[src/rtl/lsu_pkg.sv]
package lsu_pkg;

    typedef enum logic [3:0] {
        OP_LW  = 4'd0,
        OP_LH  = 4'd1,
        OP_LHU = 4'd2,
        OP_LB  = 4'd3,
        OP_LBU = 4'd4,
        OP_SW  = 4'd5,
        OP_SH  = 4'd6,
        OP_SB  = 4'd7,
        OP_LUI = 4'd8,
        OP_LL  = 4'd9,
        OP_SC  = 4'd10
    } lsu_op_e;

    typedef enum logic [1:0] {
        SZ_BYTE = 2'd0,
        SZ_HALF = 2'd1,
        SZ_WORD = 2'd2
    } lsu_size_e;

    typedef enum logic {
        RSV_IDLE = 1'b0,
        RSV_HELD = 1'b1
    } rsv_state_e;

endpackage

[src/rtl/lsu_decode.sv]
module lsu_decode
    import lsu_pkg::*;
(
    input  logic        req_valid,
    input  logic [3:0]  op,
    input  logic [1:0]  ea_low,
    output logic        is_load,
    output logic        is_store,
    output logic        is_ll,
    output logic        is_sc,
    output logic        is_lui,
    output lsu_size_e   size,
    output logic        sign_ext,
    output logic        misalign
);
    logic touches_mem;

    always_comb begin
        is_load  = 1'b0;
        is_store = 1'b0;
        is_ll    = 1'b0;
        is_sc    = 1'b0;
        is_lui   = 1'b0;
        size     = SZ_WORD;
        sign_ext = 1'b0;
        if (req_valid) begin
            unique case (op)
                OP_LW:   begin is_load = 1'b1; end
                OP_LH:   begin is_load = 1'b1; size = SZ_HALF; sign_ext = 1'b1; end
                OP_LHU:  begin is_load = 1'b1; size = SZ_HALF; end
                OP_LB:   begin is_load = 1'b1; size = SZ_BYTE; sign_ext = 1'b1; end
                OP_LBU:  begin is_load = 1'b1; size = SZ_BYTE; end
                OP_SW:   begin is_store = 1'b1; end
                OP_SH:   begin is_store = 1'b1; size = SZ_HALF; end
                OP_SB:   begin is_store = 1'b1; size = SZ_BYTE; end
                OP_LUI:  begin is_lui = 1'b1; end
                OP_LL:   begin is_load = 1'b1; is_ll = 1'b1; end
                OP_SC:   begin is_sc = 1'b1; end
                default: begin end
            endcase
        end
    end

    assign touches_mem = is_load | is_store | is_sc;

    always_comb begin
        unique case (size)
            SZ_HALF: misalign = touches_mem & ea_low[0];
            SZ_WORD: misalign = touches_mem & (ea_low != 2'b00);
            default: misalign = 1'b0;
        endcase
    end

endmodule

[src/rtl/lsu_store_lane.sv]
module lsu_store_lane
    import lsu_pkg::*;
#(
    parameter int XLEN = 32
) (
    input  lsu_size_e                 size,
    input  logic [$clog2(XLEN/8)-1:0] off,
    input  logic [XLEN-1:0]           src,
    output logic [XLEN/8-1:0]         be_raw,
    output logic [XLEN-1:0]           wdata
);
    localparam int LANES = XLEN / 8;

    for (genvar i = 0; i < LANES; i++) begin : g_lane
        logic byte_hit;
        logic half_hit;
        assign byte_hit = (off == i);
        assign half_hit = (off[1] == i[1]);
        always_comb begin
            unique case (size)
                SZ_BYTE: be_raw[LANES-1-i] = byte_hit;
                SZ_HALF: be_raw[LANES-1-i] = half_hit;
                default: be_raw[LANES-1-i] = 1'b1;
            endcase
        end
    end

    always_comb begin
        unique case (size)
            SZ_BYTE: wdata = {LANES{src[7:0]}};
            SZ_HALF: wdata = {(LANES/2){src[15:0]}};
            default: wdata = src;
        endcase
    end

endmodule

[src/rtl/lsu_load_extract.sv]
module lsu_load_extract
    import lsu_pkg::*;
#(
    parameter int XLEN = 32
) (
    input  lsu_size_e                 size,
    input  logic                      sign_ext,
    input  logic [$clog2(XLEN/8)-1:0] off,
    input  logic [XLEN-1:0]           rdata,
    output logic [XLEN-1:0]           dout
);
    localparam int LANES = XLEN / 8;
    localparam int OFFW  = $clog2(LANES);

    logic [7:0]  lane [LANES];
    logic [7:0]  pick_b;
    logic [15:0] pick_h;

    for (genvar i = 0; i < LANES; i++) begin : g_lane
        assign lane[i] = rdata[XLEN-1-8*i -: 8];
    end

    assign pick_b = lane[off];
    assign pick_h = {lane[{off[OFFW-1:1], 1'b0}], lane[{off[OFFW-1:1], 1'b1}]};

    always_comb begin
        unique case (size)
            SZ_BYTE: dout = {{(XLEN-8){sign_ext & pick_b[7]}}, pick_b};
            SZ_HALF: dout = {{(XLEN-16){sign_ext & pick_h[15]}}, pick_h};
            default: dout = rdata;
        endcase
    end

endmodule

[src/rtl/lsu_rsv_fsm.sv]
module lsu_rsv_fsm
    import lsu_pkg::*;
#(
    parameter int TAGW = 30
) (
    input  logic            clk,
    input  logic            rst_n,
    input  logic            link_go,
    input  logic            store_go,
    input  logic            cond_go,
    input  logic [TAGW-1:0] word_tag,
    output logic            held,
    output logic            tag_match
);
    rsv_state_e      state_q, state_d;
    logic [TAGW-1:0] tag_q;

    always_ff @(posedge clk) begin
        if (!rst_n) begin
            state_q <= RSV_IDLE;
            tag_q   <= '0;
        end else begin
            state_q <= state_d;
            if (link_go) tag_q <= word_tag;
        end
    end

    always_comb begin
        state_d = state_q;
        unique case (state_q)
            RSV_IDLE: if (link_go) state_d = RSV_HELD;
            RSV_HELD: begin
                if (link_go)                     state_d = RSV_HELD;
                else if (cond_go)                state_d = RSV_IDLE;
                else if (store_go && tag_match)  state_d = RSV_IDLE;
            end
            default: state_d = RSV_IDLE;
        endcase
    end

    assign held      = (state_q == RSV_HELD);
    assign tag_match = held && (tag_q == word_tag);

endmodule

[src/rtl/be_lsu.sv]
module be_lsu
    import lsu_pkg::*;
#(
    parameter int XLEN = 32,
    parameter int IMMW = 16
) (
    input  logic              clk,
    input  logic              rst_n,
    input  logic              req_valid,
    input  logic [3:0]        op,
    input  logic [XLEN-1:0]   base_val,
    input  logic [IMMW-1:0]   disp,
    input  logic [XLEN-1:0]   st_val,
    input  logic [XLEN-1:0]   rd_word,
    output logic [XLEN-1:0]   mem_addr,
    output logic              mem_rd,
    output logic              mem_wr,
    output logic [XLEN/8-1:0] mem_be,
    output logic [XLEN-1:0]   mem_wdata,
    output logic [XLEN-1:0]   result,
    output logic              misalign
);
    localparam int LANES = XLEN / 8;
    localparam int OFFW  = $clog2(LANES);
    localparam int TAGW  = XLEN - OFFW;

    logic [XLEN-1:0]  ea;
    logic             is_load, is_store, is_ll, is_sc, is_lui;
    lsu_size_e        size;
    logic             sign_ext;
    logic             mis;
    logic [LANES-1:0] be_raw;
    logic [XLEN-1:0]  wdata_raw;
    logic [XLEN-1:0]  load_val;
    logic             resv_held;
    logic             tag_match;
    logic             sc_ok;
    logic             plain_wr;

    assign ea = base_val + {{(XLEN-IMMW){disp[IMMW-1]}}, disp};

    lsu_decode u_dec (
        .req_valid (req_valid),
        .op        (op),
        .ea_low    (ea[1:0]),
        .is_load   (is_load),
        .is_store  (is_store),
        .is_ll     (is_ll),
        .is_sc     (is_sc),
        .is_lui    (is_lui),
        .size      (size),
        .sign_ext  (sign_ext),
        .misalign  (mis)
    );

    lsu_store_lane #(.XLEN(XLEN)) u_st (
        .size   (size),
        .off    (ea[OFFW-1:0]),
        .src    (st_val),
        .be_raw (be_raw),
        .wdata  (wdata_raw)
    );

    lsu_load_extract #(.XLEN(XLEN)) u_ld (
        .size     (size),
        .sign_ext (sign_ext),
        .off      (ea[OFFW-1:0]),
        .rdata    (rd_word),
        .dout     (load_val)
    );

    assign plain_wr = is_store & ~mis;
    assign sc_ok    = is_sc & ~mis & tag_match;

    lsu_rsv_fsm #(.TAGW(TAGW)) u_rsv (
        .clk       (clk),
        .rst_n     (rst_n),
        .link_go   (is_ll & ~mis),
        .store_go  (plain_wr),
        .cond_go   (is_sc),
        .word_tag  (ea[XLEN-1:OFFW]),
        .held      (resv_held),
        .tag_match (tag_match)
    );

    always_comb begin
        mem_addr  = {ea[XLEN-1:OFFW], {OFFW{1'b0}}};
        mem_rd    = is_load & ~mis;
        mem_wr    = plain_wr | sc_ok;
        mem_be    = mem_wr ? be_raw : '0;
        mem_wdata = wdata_raw;
        misalign  = mis;
        if (is_lui)
            result = {disp, {(XLEN-IMMW){1'b0}}};
        else if (is_sc)
            result = {{(XLEN-1){1'b0}}, sc_ok};
        else if (is_load && !mis)
            result = load_val;
        else
            result = '0;
    end

endmodule

[config.mk]
export PLATFORM = sky130hd
export DESIGN_NAME = be_lsu
export DESIGN_NICKNAME = d
export VERILOG_FILES = /design/src/rtl/lsu_pkg.sv /design/src/rtl/lsu_decode.sv /design/src/rtl/lsu_store_lane.sv /design/src/rtl/lsu_load_extract.sv /design/src/rtl/lsu_rsv_fsm.sv /design/src/rtl/be_lsu.sv
export SDC_FILE = /design/constraint.sdc
export NUM_CORES = 1
export LEC_CHECK = 0
export BUFFER_PORTS_ARGS = -buffer_cell sky130_fd_sc_hd__buf_2
export CAP_MARGIN = 0
export CORE_UTILIZATION = 45
export CTS_CLUSTER_DIAMETER = 50
export DETAILED_ROUTE_END_ITERATION = 8
export HOLD_SLACK_MARGIN = 0.05
export MAX_ROUTING_LAYER = met4
export PLACE_DENSITY = 0.84
export REMOVE_ABC_BUFFERS = 1
export SYNTH_ARGS = -nofsm -noshare
export SYNTH_HDL_FRONTEND = slang
export SYNTH_SLANG_ARGS = --single-unit
export TNS_END_PERCENT = 1
[constraint.sdc]
create_clock -name clk -period 4.1 [get_ports clk]
set_clock_uncertainty 0.15 [all_clocks]
set_input_delay 0.615 -clock clk [delete_from_list [all_inputs] [get_ports clk]]
set_output_delay 0.615 -clock clk [all_outputs]
set_load 0.02 [all_outputs]
# [After elaboration in Yosys (flattened, before gate mapping)]
# Index checks and enable logic that the tools add are counted.
[classes] add_sub_neg=1 n_lt_le_gt_ge=3 n_eq_ne=16 muxes=39 bitwise=18 reduce_logical=13
[ops] cell="one-hot mux 32 bit (2 select lines)" n=2
[ops] cell="2-to-1 mux 32 bit" n=3
[ops] cell="binary-select mux 8 bit (select 2 bit)" n=3
[ops] cell="2-to-1 mux 8 bit" n=6
[ops] cell="adder 32 bit" n=1
[ops] cell="== test 30 bit" n=1
[ops] cell="== test 4 x 3 -> 1 bit (second input constant)" n=4
[ops] cell="2-to-1 mux 1 bit" n=16
[ops] cell="== test 4 bit (second input constant)" n=3
[ops] cell="one-hot mux 1 bit (2 select lines)" n=6
[ops] cell="AND 1 bit" n=9
[ops] cell="greater-or-equal comparator 3 bit (second input constant)" n=3
[ops] cell="NOT 2 -> 3 bit" n=3
[ops] cell="OR reduction 3 bit" n=3
[ops] cell="== test 4 x 2 -> 1 bit (second input constant)" n=2
[ops] cell="== test 2 bit (second input constant)" n=3
[ops] cell="OR reduction 6 bit" n=1
[ops] cell="== test 2 x 1 -> 1 bit (second input constant)" n=2
[ops] cell="== test 4 x 1 -> 1 bit (second input constant)" n=1
[ops] cell="logical NOT 2 bit" n=2
[ops] cell="logical NOT 4 bit" n=1
[ops] cell="2-to-1 mux 4 bit" n=1
[ops] cell="one-hot mux 2 bit (2 select lines)" n=1
[ops] cell="logical AND 1 bit" n=3
[ops] cell="other kinds (6)" n=10
[word_totals] register_bits=31 inputBits=119 output_inout_bits=103 wordCells=92

# [Longest topological paths before layout]
[depth] word_depth=15 ltp_mapped=13 ltp_nobuf=12

# [Hierarchy]
# From an unflattened synthesis, not the netlist that was laid out.
[unflattened] cells_unflattened=644 area_unflattened_um2=5266.3
[by_module_without_submodules] module="be_lsu" n_inst=1 cells_each=312 area_per_inst_um2=2259.7 seq_area_each_um2=0.0
[by_module_without_submodules] module="lsu_rsv_fsm" n_inst=1 cells_each=142 area_per_inst_um2=1491.4 seq_area_each_um2=620.6
[by_module_without_submodules] module="lsu_load_extract" n_inst=1 cells_each=106 area_per_inst_um2=798.3 seq_area_each_um2=0.0
[by_module_without_submodules] module="lsu_store_lane" n_inst=1 cells_each=60 area_per_inst_um2=531.8 seq_area_each_um2=0.0
[by_module_without_submodules] module="lsu_decode" n_inst=1 cells_each=24 area_per_inst_um2=185.2 seq_area_each_um2=0.0

# [Worst setup path after synthesis]
# OpenSTA, ideal clock, no wires.
[synth_path] path_kind="input to output" startpoint="input base_val[0]" endpoint="output mem_be[0]" arrival_time_ns=4.007 required_time_ns=3.335 path_slack_ns=-0.672 cell_stages=12 path_buffers=0 cell_sequence="ha_1 fa_1 a21o_1 a221o_1 a32oi_1 a211oi_1 a2111oi_2 xor2_1 a2111oi_1 o2111a_1 nand3_2 a22oi_1"
[synth_between] elab_cells_between_ends=15 cone_classes="1 x add/sub; 2 x eq/ne; 3 x mux; 7 x bitwise; 2 x reduce/logical"
[synth_rtl] item="from (decl)" line_no="be_lsu.sv:11" rtl="input logic [XLEN-1:0] base_val,"
[synth_rtl] item="adder 32 bit" line_no="be_lsu.sv:40" rtl="assign ea = base_val + {{(XLEN-IMMW){disp[IMMW-1]}}, disp};"
[synth_rtl] item="net mem_addr[26]" line_no="be_lsu.sv:15" rtl="output logic [XLEN-1:0] mem_addr,"
[synth_rtl] item="== test 30 bit" line_no="lsu_rsv_fsm.sv:42" rtl="assign tag_match = held && (tag_q == word_tag);"
[synth_rtl] item="logical AND 1 bit" line_no="lsu_rsv_fsm.sv:42"
[synth_rtl] item="AND 1 bit" line_no="be_lsu.sv:73" rtl="assign sc_ok = is_sc & ~mis & tag_match;"
[synth_rtl] item="bitwise OR 1 bit" line_no="be_lsu.sv:89" rtl="mem_wr = plain_wr | sc_ok;"
[synth_rtl] item="2-to-1 mux 4 bit" line_no="be_lsu.sv:90" rtl="mem_be = mem_wr ? be_raw : '0;"
[synth_rtl] item="to (decl)" line_no="be_lsu.sv:18" rtl="output logic [XLEN/8-1:0] mem_be,"
# The timed path passes the listed nets, and every way through them passes these cells.

# [Final worst setup path]
[layout_path] startpoint="input disp[15]" endpoint="output mem_be[0]"
[layout_between] elab_chain_len=6
[layout_lines] item="from (decl)" line_no="be_lsu.sv:12" rtl="input logic [IMMW-1:0] disp,"
[layout_lines] item="adder 32 bit" line_no="be_lsu.sv:40"
[layout_lines] item="== test 30 bit" line_no="lsu_rsv_fsm.sv:42"
[layout_lines] item="logical AND 1 bit" line_no="lsu_rsv_fsm.sv:42"
[layout_lines] item="AND 1 bit" line_no="be_lsu.sv:73"
[layout_lines] item="bitwise OR 1 bit" line_no="be_lsu.sv:89"
[layout_lines] item="2-to-1 mux 4 bit" line_no="be_lsu.sv:90"
# No other way between the ends.

==> results.cfg <==
[run_status]
outcome = finished with violations
failed_checks = setup timing

[detailed_routing]
avgViaCountPerCell = 5.90
drtIter0Drc = 642
wire_per_inst_um = 17.6
drtAntennaViolNets = 0
via_count = 7389
drt_pre_antenna_iters = 7
route.detailed.drc = 0
wirelength_um = 22000

[power_and_ir_drop]
leakagePower_uw = 0.00392
intPower_uw = 1160
peakVddDrop_v = 0.000190
swShare_pct = 43.3
p_comb_share_pct = 65.5
power_switching_uw = 883
power_density_nw_per_um2 = 258
seqPwrFrac_pct = 15.2
clkPwrFrac_pct = 19.3

[grt]
overflow = 0
grt_usage_pct = 36.2
antenna_found_initial = 0
grt_max_degree = 32
grt_pass1_vias = 6926
grt_pass1_wl_um = 33100

[final_layout]
fillCellCount = 884
final_layout_size_suffix_gt1_share_pct = 41.4
fin_cells = 1253
layout.nets = 1263
most-common-layout-cells = buf_2, nand2_1, buf_4
layout_commonest_cell = buf_2
diodes = 0
area_growth_pct = 51.6

[clock_tree]
clock-sinks = 31
cts_buffers = 5
cts.clk_slew.worst_paths_ns = 0.05
hold_buffers = 0
cts_tree = built
cts_buffer_depth = 2
clk_latency_ns = 0.28
cts-root-buf = clkbuf_16
htreeDepth = 2

[timing]
holdWs_ns = 0.325
setup_viol = 6
fin_tns_setup_ns = -3.30
setup_ws_ns = -0.575
finalCriticalPeriod_ns = 4.67
fmax_mhz = 214
final.period_utilization_pct = 114
rsz0062_at_grt = true
tightestPinTransition_ns = 0.715
slew_headroom_pct = 52.2
drv_slew = 0
hold_viol = 0

[min_path]
min_path_type = flop to flop

[yosys]
synthArstFlopShare_pct = 0
ys_types = 79
yosys_warnings = 0
synthFlopType = dfxtp_1
ys_seq_elements = 31
postSynthCellCount = 772
syn_area_per_cell_sq_um = 6.76
synth_area_sq_um = 5220
ys_seq_area_share_pct = 11.9
synth_edf_count = 0

[placement]
pre_cts_slack_ns = -0.902
hpwl_um = 17300
place.gp.congestion = 1.01
place_inst = 1239
port_buffers = 219

[die]
fp-row-count = 38
io-pin-count = 222
die_h_um = 110
die_x_um = 110
die_area_sq_um = 12000
core_sq_um = 11100
start_util_pct = 47.1

[flow_run]
cap_viol_max_count = 0

[worst_setup_path]
cp-end-kind = output pin
startpoint_type = input port
path_max_fanout = 10
worstPathArrival_ns = 3.91
cp.required_ns = 3.34
critPathKind = input port to output pin
==> flip-flops by register name, indices dropped and copies added, names as in the netlist <==
name         flops
u_rsv.held       1
u_rsv.tag_q     30
==> stage by stage <==
| stage | utilization (%) | power [uW] | instance area (sq um) |
|---|---|---|---|
| detailed placement | 67.5 | 1560 | 7480 |
| CTS | 70.1 | 1980 | 7770 |
| floorplan | - | 985 | 4910 |
| finish | 71.4 | 2040 | 7910 |
| global route | 71.4 | 2140 | 7910 |
| global placement | 67.5 | 1540 | 7480 |
==> worst max-delay path: stages <==
cell and delay, ns:
buf_2 0.17, buf_4 0.16, buf_4 0.14, ha_1 0.35, nand2_1 0.13, nor2_2 0.18
a21oi_1 0.11, buf_4 0.16, buf_4 0.13, o21ai_0 0.26, nor2_1 0.13, a221o_1 0.30
nor4_2 0.27, and4_4 0.28, nand3_4 0.14, a22oi_2 0.23, buf_4 0.16
==> routing by layer <==
layer	track usage [%]	up-vias	routed length (um)	share of wire, %
li1	-	3417	-	-
met4	18.4	0	981	4.5
met1	43.7	3409	8650	39
met5	-	-	0	0
met2	59.7	470	10500	48
met3	3.79	93	1900	8.6
==> cell type report <==
class | count | area (sq um) | area share, %
flip-flops and latches | 31 | 621 | 7.84
clock buffers | 8 | 156 | 1.98
well taps | 140 | 175 | 2.21
repair buffers | 395 | 2470 | 31.2
inverters | 21 | 78.8 | 0.996
multi-input cells | 658 | 4410 | 55.7
==> cells by family (layout without fill, tap and decap cells) <==
group	count (synthesis)	after routing	share of synthesized area, %
simple gates	337	337	28.5
buf+inv	84	424	7.45
flops	31	31	11.9
fa+ha+maj	32	32	7.81
xor+xnor	57	57	11.5
other cells	1	2	0.0718
mux	11	11	2.52
compound gates	219	219	30.3
==> cells in the mapped netlist (all sizes together) (4+ instances only) <==
| master | count | area share, % |
|---|---|---|
| nor2b | 5 | 0.60 |
| a2111oi | 4 | 0.84 |
| clkbuf | 38 | 2.8 |
| a21bo | 7 | 1.3 |
| xnor2 | 27 | 4.5 |
| inv | 21 | 1.5 |
| ha | 31 | 7.4 |
| o21ai | 48 | 4.6 |
| o21bai | 6 | 1.1 |
| a21o | 6 | 1.0 |
| nand4 | 15 | 1.8 |
| nand2 | 190 | 14 |
| o22a | 7 | 1.2 |
| dfxtp | 31 | 12 |
| mux2 | 7 | 1.5 |
| nand2b | 7 | 0.84 |
| a222oi | 7 | 1.3 |
| a21boi | 26 | 3.7 |
| nor3b | 4 | 0.58 |
| a31oi | 13 | 2.0 |
| and2 | 5 | 0.60 |
| nor3 | 8 | 0.77 |
| buf | 25 | 3.2 |
| a211oi | 7 | 1.0 |
| xor2 | 23 | 3.9 |
| nand3 | 22 | 2.2 |
| nor2 | 59 | 4.2 |
| a21oi | 50 | 5.4 |
| nor4 | 8 | 0.96 |
| xnor3 | 4 | 1.7 |
==> worst paths after layout <==
path                               start                           to  slack (ns)  cells after the start
max                             disp[15]                    mem_be[0]       -0.57                     17
min          u_rsv.tag_q[7]$_SDFFE_PN0P_  u_rsv.tag_q[7]$_SDFFE_PN0P_        0.33                      2
max reg2reg  u_rsv.tag_q[8]$_SDFFE_PN0P_        u_rsv.held$_SDFF_PN0_        1.47                     10
min reg2reg  u_rsv.tag_q[7]$_SDFFE_PN0P_  u_rsv.tag_q[7]$_SDFFE_PN0P_        0.33                      2
==> power groups by stage <==
stage / registers [uW] / logic, uW / clock network, uW
finish: 311 / 1330 / 394
global route: 311 / 1420 / 413
CTS: 311 / 1280 / 396
detailed placement: 317 / 1240 / 0
global placement: 317 / 1220 / 0
floorplan: 316 / 670 / 0
==> timing repair <==
item                                    in CTS  in global routing
buffers inserted                             4                  2
endpoints found under the hold margin        0                  0
gates cloned                                 0                  0
endpoints found under the setup margin       7                  9
pin swaps                                   13                 11
resized for setup                           22                 28
No activity file was read; power rests on OpenSTA's default activity.
